<file path="config.mk">
export PLATFORM = sky130hd
export DESIGN_NAME = oex_port_expander
export DESIGN_NICKNAME = d
export VERILOG_FILES = /design/src/rtl/oex_pkg.sv /design/src/rtl/oex_bus_cond.sv /design/src/rtl/oex_port_reg.sv /design/src/rtl/oex_slave_fsm.sv /design/src/rtl/oex_port_expander.sv
export SDC_FILE = /design/constraint.sdc
export NUM_CORES = 1
export LEC_CHECK = 0
export ABC_AREA = 1
export BUFFER_PORTS_ARGS = -buffer_cell sky130_fd_sc_hd__clkbuf_2
export CORE_ASPECT_RATIO = 0.6
export CORE_UTILIZATION = 51
export CTS_CLUSTER_DIAMETER = 100
export DETAILED_ROUTE_END_ITERATION = 7
export PLACE_DENSITY = 0.74
export SYNTH_ARGS = -nofsm -noshare
export SYNTH_HDL_FRONTEND = slang
export SYNTH_SLANG_ARGS = --single-unit
export TNS_END_PERCENT = 100
</file>
<file path="constraint.sdc">
create_clock -name clk -period 2.7 [get_ports clk]
set_input_delay 0.27 -clock clk [delete_from_list [all_inputs] [get_ports clk]]
set_output_delay 0.27 -clock clk [all_outputs]
set_load 0.02 [all_outputs]
</file>
<file path="src/rtl/oex_pkg.sv">
package oex_pkg;
   typedef enum logic [2:0] {
      ST_IDLE,   // no transaction for this slave
      ST_ADDR,   // receiving address + R/W
      ST_AACK,   // slave acknowledging its address
      ST_WDAT,   // receiving a write byte
      ST_WACK,   // slave acknowledging a write byte
      ST_RDAT,   // slave shifting out a read byte
      ST_RACK,   // master acknowledge slot after a read byte
      ST_SKIP    // released until next START or STOP
   } oex_state_e;
endpackage

</file>
<file path="src/rtl/oex_bus_cond.sv">
module oex_bus_cond (
   input  logic clk,
   input  logic rst_n,
   input  logic scl_i,
   input  logic sda_i,
   output logic scl_rise,
   output logic scl_fall,
   output logic start_det,
   output logic stop_det
);
   logic scl_q, sda_q;

   always_ff @(posedge clk) begin
      if (!rst_n) begin
         scl_q <= 1'b1;
         sda_q <= 1'b1;
      end else begin
         scl_q <= scl_i;
         sda_q <= sda_i;
      end
   end

   assign scl_rise  = scl_i & ~scl_q;
   assign scl_fall  = ~scl_i & scl_q;
   assign start_det = scl_i & scl_q & sda_q & ~sda_i;
   assign stop_det  = scl_i & scl_q & ~sda_q & sda_i;
endmodule

</file>
<file path="src/rtl/oex_port_reg.sv">
module oex_port_reg #(
   parameter int DATA_W = 8
) (
   input  logic              clk,
   input  logic              rst_n,
   input  logic [DATA_W-1:0] dflt,
   input  logic              ld,
   input  logic [DATA_W-1:0] d,
   output logic [DATA_W-1:0] q
);
   always_ff @(posedge clk) begin
      if (!rst_n)  q <= dflt;
      else if (ld) q <= d;
   end
endmodule

</file>
<file path="src/rtl/oex_slave_fsm.sv">
module oex_slave_fsm
   import oex_pkg::*;
#(
   parameter int                  DATA_W       = 8,
   parameter int                  ADDR_LO_W    = 4,
   parameter int                  ADDR_PFX_W   = 3,
   parameter logic [ADDR_PFX_W-1:0] ADDR_PFX   = 3'b101,
   parameter bit                  SNAP_ON_RISE = 1'b1
) (
   input  logic                 clk,
   input  logic                 rst_n,
   input  logic                 bus_rst_n,
   input  logic                 scl_i,
   input  logic                 sda_i,
   input  logic                 scl_rise,
   input  logic                 scl_fall,
   input  logic                 start_det,
   input  logic                 stop_det,
   input  logic [ADDR_LO_W-1:0] addr_lo,
   input  logic [DATA_W-1:0]    pin_rd,
   output logic                 sda_oe,
   output logic                 wr_stb,
   output logic [DATA_W-1:0]    wr_data
);
   localparam int BCNT_W = $clog2(DATA_W + 1);
   localparam logic [BCNT_W-1:0] BYTE_END = BCNT_W'(DATA_W);

   oex_state_e        state_q;
   logic [BCNT_W-1:0] bcnt_q;
   logic [DATA_W-1:0] rx_q, tx_q, snap_q;
   logic              rw_q, mack_q, oe_q;
   logic              byte_end, addr_hit, snap_take, live;

   assign byte_end = (bcnt_q == BYTE_END);
   assign addr_hit = (rx_q[DATA_W-1:1] == {ADDR_PFX, addr_lo});
   assign live     = bus_rst_n & ~start_det & ~stop_det;
   assign wr_stb   = live & scl_fall & byte_end & (state_q == ST_WDAT);
   assign wr_data  = rx_q;
   assign sda_oe   = oe_q;

   // Moment of the pin capture: rising SCL inside the ack clock, or the
   // falling edge that opens it.
   generate
      if (SNAP_ON_RISE) begin : g_snap_rise
         assign snap_take = live & scl_rise &
                            (((state_q == ST_AACK) & rw_q) |
                             ((state_q == ST_RACK) & ~sda_i));
      end else begin : g_snap_fall
         assign snap_take = live & scl_fall & byte_end &
                            (((state_q == ST_ADDR) & addr_hit & rx_q[0]) |
                             (state_q == ST_RDAT));
      end
   endgenerate

   always_ff @(posedge clk) begin
      if (!rst_n)         snap_q <= '0;
      else if (snap_take) snap_q <= pin_rd;
   end

   always_ff @(posedge clk) begin
      if (!rst_n || !bus_rst_n) begin
         state_q <= ST_IDLE;
         bcnt_q  <= '0;
         oe_q    <= 1'b0;
         rw_q    <= 1'b0;
         mack_q  <= 1'b0;
         rx_q    <= '0;
         tx_q    <= '0;
      end else if (start_det) begin
         state_q <= ST_ADDR;
         bcnt_q  <= '0;
         oe_q    <= 1'b0;
      end else if (stop_det) begin
         state_q <= ST_IDLE;
         oe_q    <= 1'b0;
      end else begin
         unique case (state_q)
            ST_ADDR, ST_WDAT: begin
               if (scl_rise && !byte_end) begin
                  rx_q   <= {rx_q[DATA_W-2:0], sda_i};
                  bcnt_q <= bcnt_q + 1'b1;
               end
               if (scl_fall && byte_end) begin
                  if (state_q == ST_WDAT) begin
                     state_q <= ST_WACK;
                     oe_q    <= 1'b1;
                  end else if (addr_hit) begin
                     state_q <= ST_AACK;
                     oe_q    <= 1'b1;
                     rw_q    <= rx_q[0];
                  end else begin
                     state_q <= ST_SKIP;
                  end
               end
            end
            ST_AACK: begin
               if (scl_fall) begin
                  bcnt_q <= '0;
                  if (rw_q) begin
                     state_q <= ST_RDAT;
                     tx_q    <= snap_q;
                     oe_q    <= ~snap_q[DATA_W-1];
                  end else begin
                     state_q <= ST_WDAT;
                     oe_q    <= 1'b0;
                  end
               end
            end
            ST_WACK: begin
               if (scl_fall) begin
                  state_q <= ST_WDAT;
                  bcnt_q  <= '0;
                  oe_q    <= 1'b0;
               end
            end
            ST_RDAT: begin
               if (scl_rise) begin
                  bcnt_q <= bcnt_q + 1'b1;
                  tx_q   <= tx_q << 1;
               end
               if (scl_fall) begin
                  if (byte_end) begin
                     state_q <= ST_RACK;
                     oe_q    <= 1'b0;
                  end else begin
                     oe_q <= ~tx_q[DATA_W-1];
                  end
               end
            end
            ST_RACK: begin
               if (scl_rise) mack_q <= ~sda_i;
               if (scl_fall) begin
                  if (mack_q) begin
                     state_q <= ST_RDAT;
                     bcnt_q  <= '0;
                     tx_q    <= snap_q;
                     oe_q    <= ~snap_q[DATA_W-1];
                  end else begin
                     state_q <= ST_SKIP;
                     oe_q    <= 1'b0;
                  end
               end
            end
            default: ;
         endcase
      end
   end

   // own drive changes only on edges taken while SCL was low
   p_oe_still_scl_high_r11: assert property (@(posedge clk) disable iff (!rst_n)
      ($past(rst_n) && $past(scl_i) && $past(bus_rst_n) &&
       !$past(start_det) && !$past(stop_det)) |-> $stable(oe_q));
   p_addr_ack_drive_r2: assert property (@(posedge clk) disable iff (!rst_n)
      (state_q == ST_AACK) |-> oe_q);
   p_wr_ack_drive_r3: assert property (@(posedge clk) disable iff (!rst_n)
      wr_stb |=> (state_q == ST_WACK) && oe_q);
   p_bcnt_bound_r4: assert property (@(posedge clk) disable iff (!rst_n)
      bcnt_q <= BYTE_END);
   p_skip_quiet_r7: assert property (@(posedge clk) disable iff (!rst_n)
      (state_q == ST_SKIP) |-> !oe_q);
   p_idle_quiet_r10: assert property (@(posedge clk) disable iff (!rst_n)
      (state_q == ST_IDLE) |-> !oe_q);
endmodule

</file>
<file path="src/rtl/oex_port_expander.sv">
module oex_port_expander #(
   parameter int                    DATA_W       = 8,
   parameter int                    ADDR_LO_W    = 4,
   parameter int                    ADDR_PFX_W   = 3,
   parameter logic [ADDR_PFX_W-1:0] ADDR_PFX     = 3'b101,
   parameter bit                    SNAP_ON_RISE = 1'b1
) (
   input  logic                 clk,
   input  logic                 rst_n,
   input  logic                 bus_rst_n,
   input  logic                 scl_i,
   input  logic                 sda_i,
   output logic                 sda_oe,
   input  logic [ADDR_LO_W-1:0] addr_lo,
   input  logic [DATA_W-1:0]    pwr_dflt,
   input  logic [DATA_W-1:0]    pin_rd,
   output logic [DATA_W-1:0]    port_q
);
   localparam int ADDR_W = ADDR_PFX_W + ADDR_LO_W;

   generate
      if (ADDR_W != 7) begin : g_bad_addr
         $error("address prefix plus low bits must form a 7-bit address");
      end
      if (DATA_W != ADDR_W + 1) begin : g_bad_data
         $error("data width must equal one address byte");
      end
   endgenerate

   logic scl_rise, scl_fall, start_det, stop_det;
   logic wr_stb;
   logic [DATA_W-1:0] wr_data;

   oex_bus_cond u_cond (
      .clk       (clk),
      .rst_n     (rst_n),
      .scl_i     (scl_i),
      .sda_i     (sda_i),
      .scl_rise  (scl_rise),
      .scl_fall  (scl_fall),
      .start_det (start_det),
      .stop_det  (stop_det)
   );

   oex_slave_fsm #(
      .DATA_W       (DATA_W),
      .ADDR_LO_W    (ADDR_LO_W),
      .ADDR_PFX_W   (ADDR_PFX_W),
      .ADDR_PFX     (ADDR_PFX),
      .SNAP_ON_RISE (SNAP_ON_RISE)
   ) u_fsm (
      .clk       (clk),
      .rst_n     (rst_n),
      .bus_rst_n (bus_rst_n),
      .scl_i     (scl_i),
      .sda_i     (sda_i),
      .scl_rise  (scl_rise),
      .scl_fall  (scl_fall),
      .start_det (start_det),
      .stop_det  (stop_det),
      .addr_lo   (addr_lo),
      .pin_rd    (pin_rd),
      .sda_oe    (sda_oe),
      .wr_stb    (wr_stb),
      .wr_data   (wr_data)
   );

   oex_port_reg #(.DATA_W(DATA_W)) u_port (
      .clk   (clk),
      .rst_n (rst_n),
      .dflt  (pwr_dflt),
      .ld    (wr_stb),
      .d     (wr_data),
      .q     (port_q)
   );

   // a bus reset never disturbs the outputs
   p_busrst_hold_port_r9: assert property (@(posedge clk) disable iff (!rst_n)
      !bus_rst_n |=> $stable(port_q));
   // the slave never pulls SDA while a START or STOP is being seen
   p_no_drive_on_cond_r11: assert property (@(posedge clk) disable iff (!rst_n)
      (start_det || stop_det) |-> !sda_oe);
endmodule

</file>
==> flow_summary.ini <==
[status]
status = completed

[clock_network]
cts_tree = built
clock-sinks = 44
cts_root_buffer = clkbuf_8
clk_path_buf_depth = 2
postCtsSetupBuffers = 0
cts_max_level = 2
clk_latency_ns = 0.31
clk_pin_slew_ns = 0.08
cts_made_buffers = 5
ctsHoldBuffers = 0
cts_resized = 0

[power_and_ir_drop]
power_w = 0.00138
p_leak_nw = 1.25
peakVddDrop_mv = 0.492
power.density_mw_per_mm2 = 515

[synth]
yosysTopAreaCell = dfxtp_1
synth_nets = 366
yosys.area.top_type_share_pct = 30.3
ys.flop_type = dfxtp_1
synth-seq-cells = 44
syn_area_mm2 = 0.00238
synth_cells = 339
synth_top_cells_by_count = nand2_1, nor2_1, dfxtp_1
synth_area_leaders = dfxtp_1, nand2_1, edfxtp_1, nor2_1, inv_1
yosysMostFrequentCell = nand2_1
synth_edf_count = 8
yosys_warnings = 0
async_flop_share_pct = 0
avgSynthCellArea_um2 = 7.01
synth_cell_types = 34
ys_seq_area_share_pct = 40.4

[sta]
period_share_pct = 69.4
tightest_slew_ns = 0.520
fmax_mhz = 534
maxSlewHeadroom_pct = 65.3
report.final.hold_viol_count = 0
rsz0062_at_grt = false
setup_viol = 0
slew_viol_final = 0
final.setup.tns_ns = 0
clock_skew_ns = 0.00664
period_minus_slack_ns = 1.87

[floorplan]
die_y_um = 54.9
boundaryPins = 34
dieWidth_um = 90.1
dieArea_mm2 = 0.00494
rows = 18
start_util_pct = 55.5
core-area_mm2 = 0.00428

[global_route]
grt_pass1_wl_um = 8720
grt_pass1_vias = 1892
grtUsageTotal_pct = 23.2
grt_max_degree = 25
overflow = 0
antenna_found_initial = 0

[detailed_routing]
via_count = 2221
totalWireLength_um = 5210
drt_iter0_drc = 199
via_per_inst = 5.12
wl_per_cell_um = 12.0
drt-pass1-iter-count = 5
route.detailed.drc = 0
ant_nets = 0

[cells_and_area]
syn2layout_area_growth_pct = 13.2
final_cells = 434
diodes = 0
drive_gt1_share_pct = 22.7
finish.net_count = 400

[worst_setup_path]
r2r_slack_ns = 0.83
worstPathRequired_ns = 2.89
reg2regPathDepth = 9
end_kind = register
crit_arrival_ns = 2.06
reg2reg_to = u_fsm.tx_q[7]
worstSetupPathType = reg -> reg
path_max_fanout = 13
crit_start = u_fsm.state_q[0]
worst_setup_path_start_kind = register
r2r-start = u_fsm.state_q[0]
endpoint = u_fsm.tx_q[7]

[run]
maxCapViolations = 0

[placed_design]
place.gp.congestion = 0.933
dpl.hpwl_um = 3980
dp_cells = 426
port_buffers = 33

[worst_hold_path]
min-delay-path-class = in -> reg
==> critical path: stages, from the launching register on <==
cell and delay, ns:
dfxtp_1 0.54, nand2_1 0.11, nor2_2 0.42, nand2_1 0.16, o21ai_1 0.13, nor2_2 0.07
nand2_4 0.11, inv_4 0.07, nand2_1 0.07, a21oi_1 0.07
==> sequential cells by signal (all words and copies together) (netlist names) <==
signal and count:
u_fsm.bcnt_q 4, u_cond.sda_q 1, u_fsm.rw_q 1, u_cond.scl_q 1, u_fsm.snap_q 8, u_fsm.wr_data 8, u_fsm.sda_oe 1, u_fsm.tx_q 8
u_fsm.mack_q 1, u_fsm.state_q 3, u_port.q 8
==> metal layers <==
layer,routed length (um),vias to the layer above,GRT usage [%]
li1,-,1129,-
met1,2620,990,33.0
met2,2110,91,35.4
met3,410,11,5.56
met4,62,0,6.18
met5,0,-,0
==> how the worst min path moves through the flow <==
stage                     slack [ns]             to          start  depth (start not counted)
after detailed placement        0.47  u_fsm.tx_q[7]  u_fsm.tx_q[7]                          2
after global placement          0.47  u_fsm.tx_q[5]  u_fsm.tx_q[5]                          2
after CTS                       0.23   u_cond.scl_q          scl_i                          3
after global routing            0.26   u_cond.sda_q          sda_i                          3
after floorplan                 0.37   u_cond.sda_q          sda_i                          2
final                           0.23   u_cond.scl_q          scl_i                          3
==> final cells by class <==
cell class,instances,area (um^2)
flip-flops and latches,44,961
clock inverters,3,42.5
clock buffers,5,68.8
well taps,60,75.1
fillers,388,1590
inverters,41,156
repair buffers,35,180
multi-input cells,246,1200
==> through the flow <==
stage	util [%]	hold WS (ns)	worst slack, ns	area, um^2
after floorplan	-	0.367	0.790	2380
after global placement	60.2	0.466	0.910	2580
after detailed placement	60.2	0.470	0.879	2580
after CTS	62.8	0.234	0.855	2690
after global routing	62.8	0.256	0.606	2690
final	62.8	0.232	0.827	2690
==> power by group <==
group | internal [W] | total, W | switching [W]
clock | 0.000274 | 0.000509 | 0.000235
sequential | 0.000685 | 0.000699 | 0.0000140
combinational | 0.0000616 | 0.000176 | 0.000115
total | 0.00102 | 0.00138 | 0.000364
==> cell usage in the layout (no fill, tap or decap), types with 2 or more instances in the layout <==
cell       n
o21ai_1    8
nand2_1   94
clkinv_1   2
mux2_2     4
nor2_4     3
nor2_1    44
nor2_2    20
ha_1       2
nand3_1   18
xnor2_1    2
inv_2      4
inv_1     35
nand2_2    6
clkbuf_2  33
a21oi_1   20
edfxtp_1   8
o21ai_0   13
dfxtp_1   36
clkbuf_8   5
buf_4      2
==> kinds of logic (layout without fill, tap and decap cells) <==
group	count (synthesis)	count (layout)	share of synthesized area, %
compound gates	45	45	9.95
xor+xnor	3	3	1.11
fa+ha+maj	2	2	1.05
buf+inv	49	84	8.85
flops	44	44	40.4
mux	4	4	1.90
simple gates	192	192	36.7
Note: power is estimated with default switching activity, not from simulation.
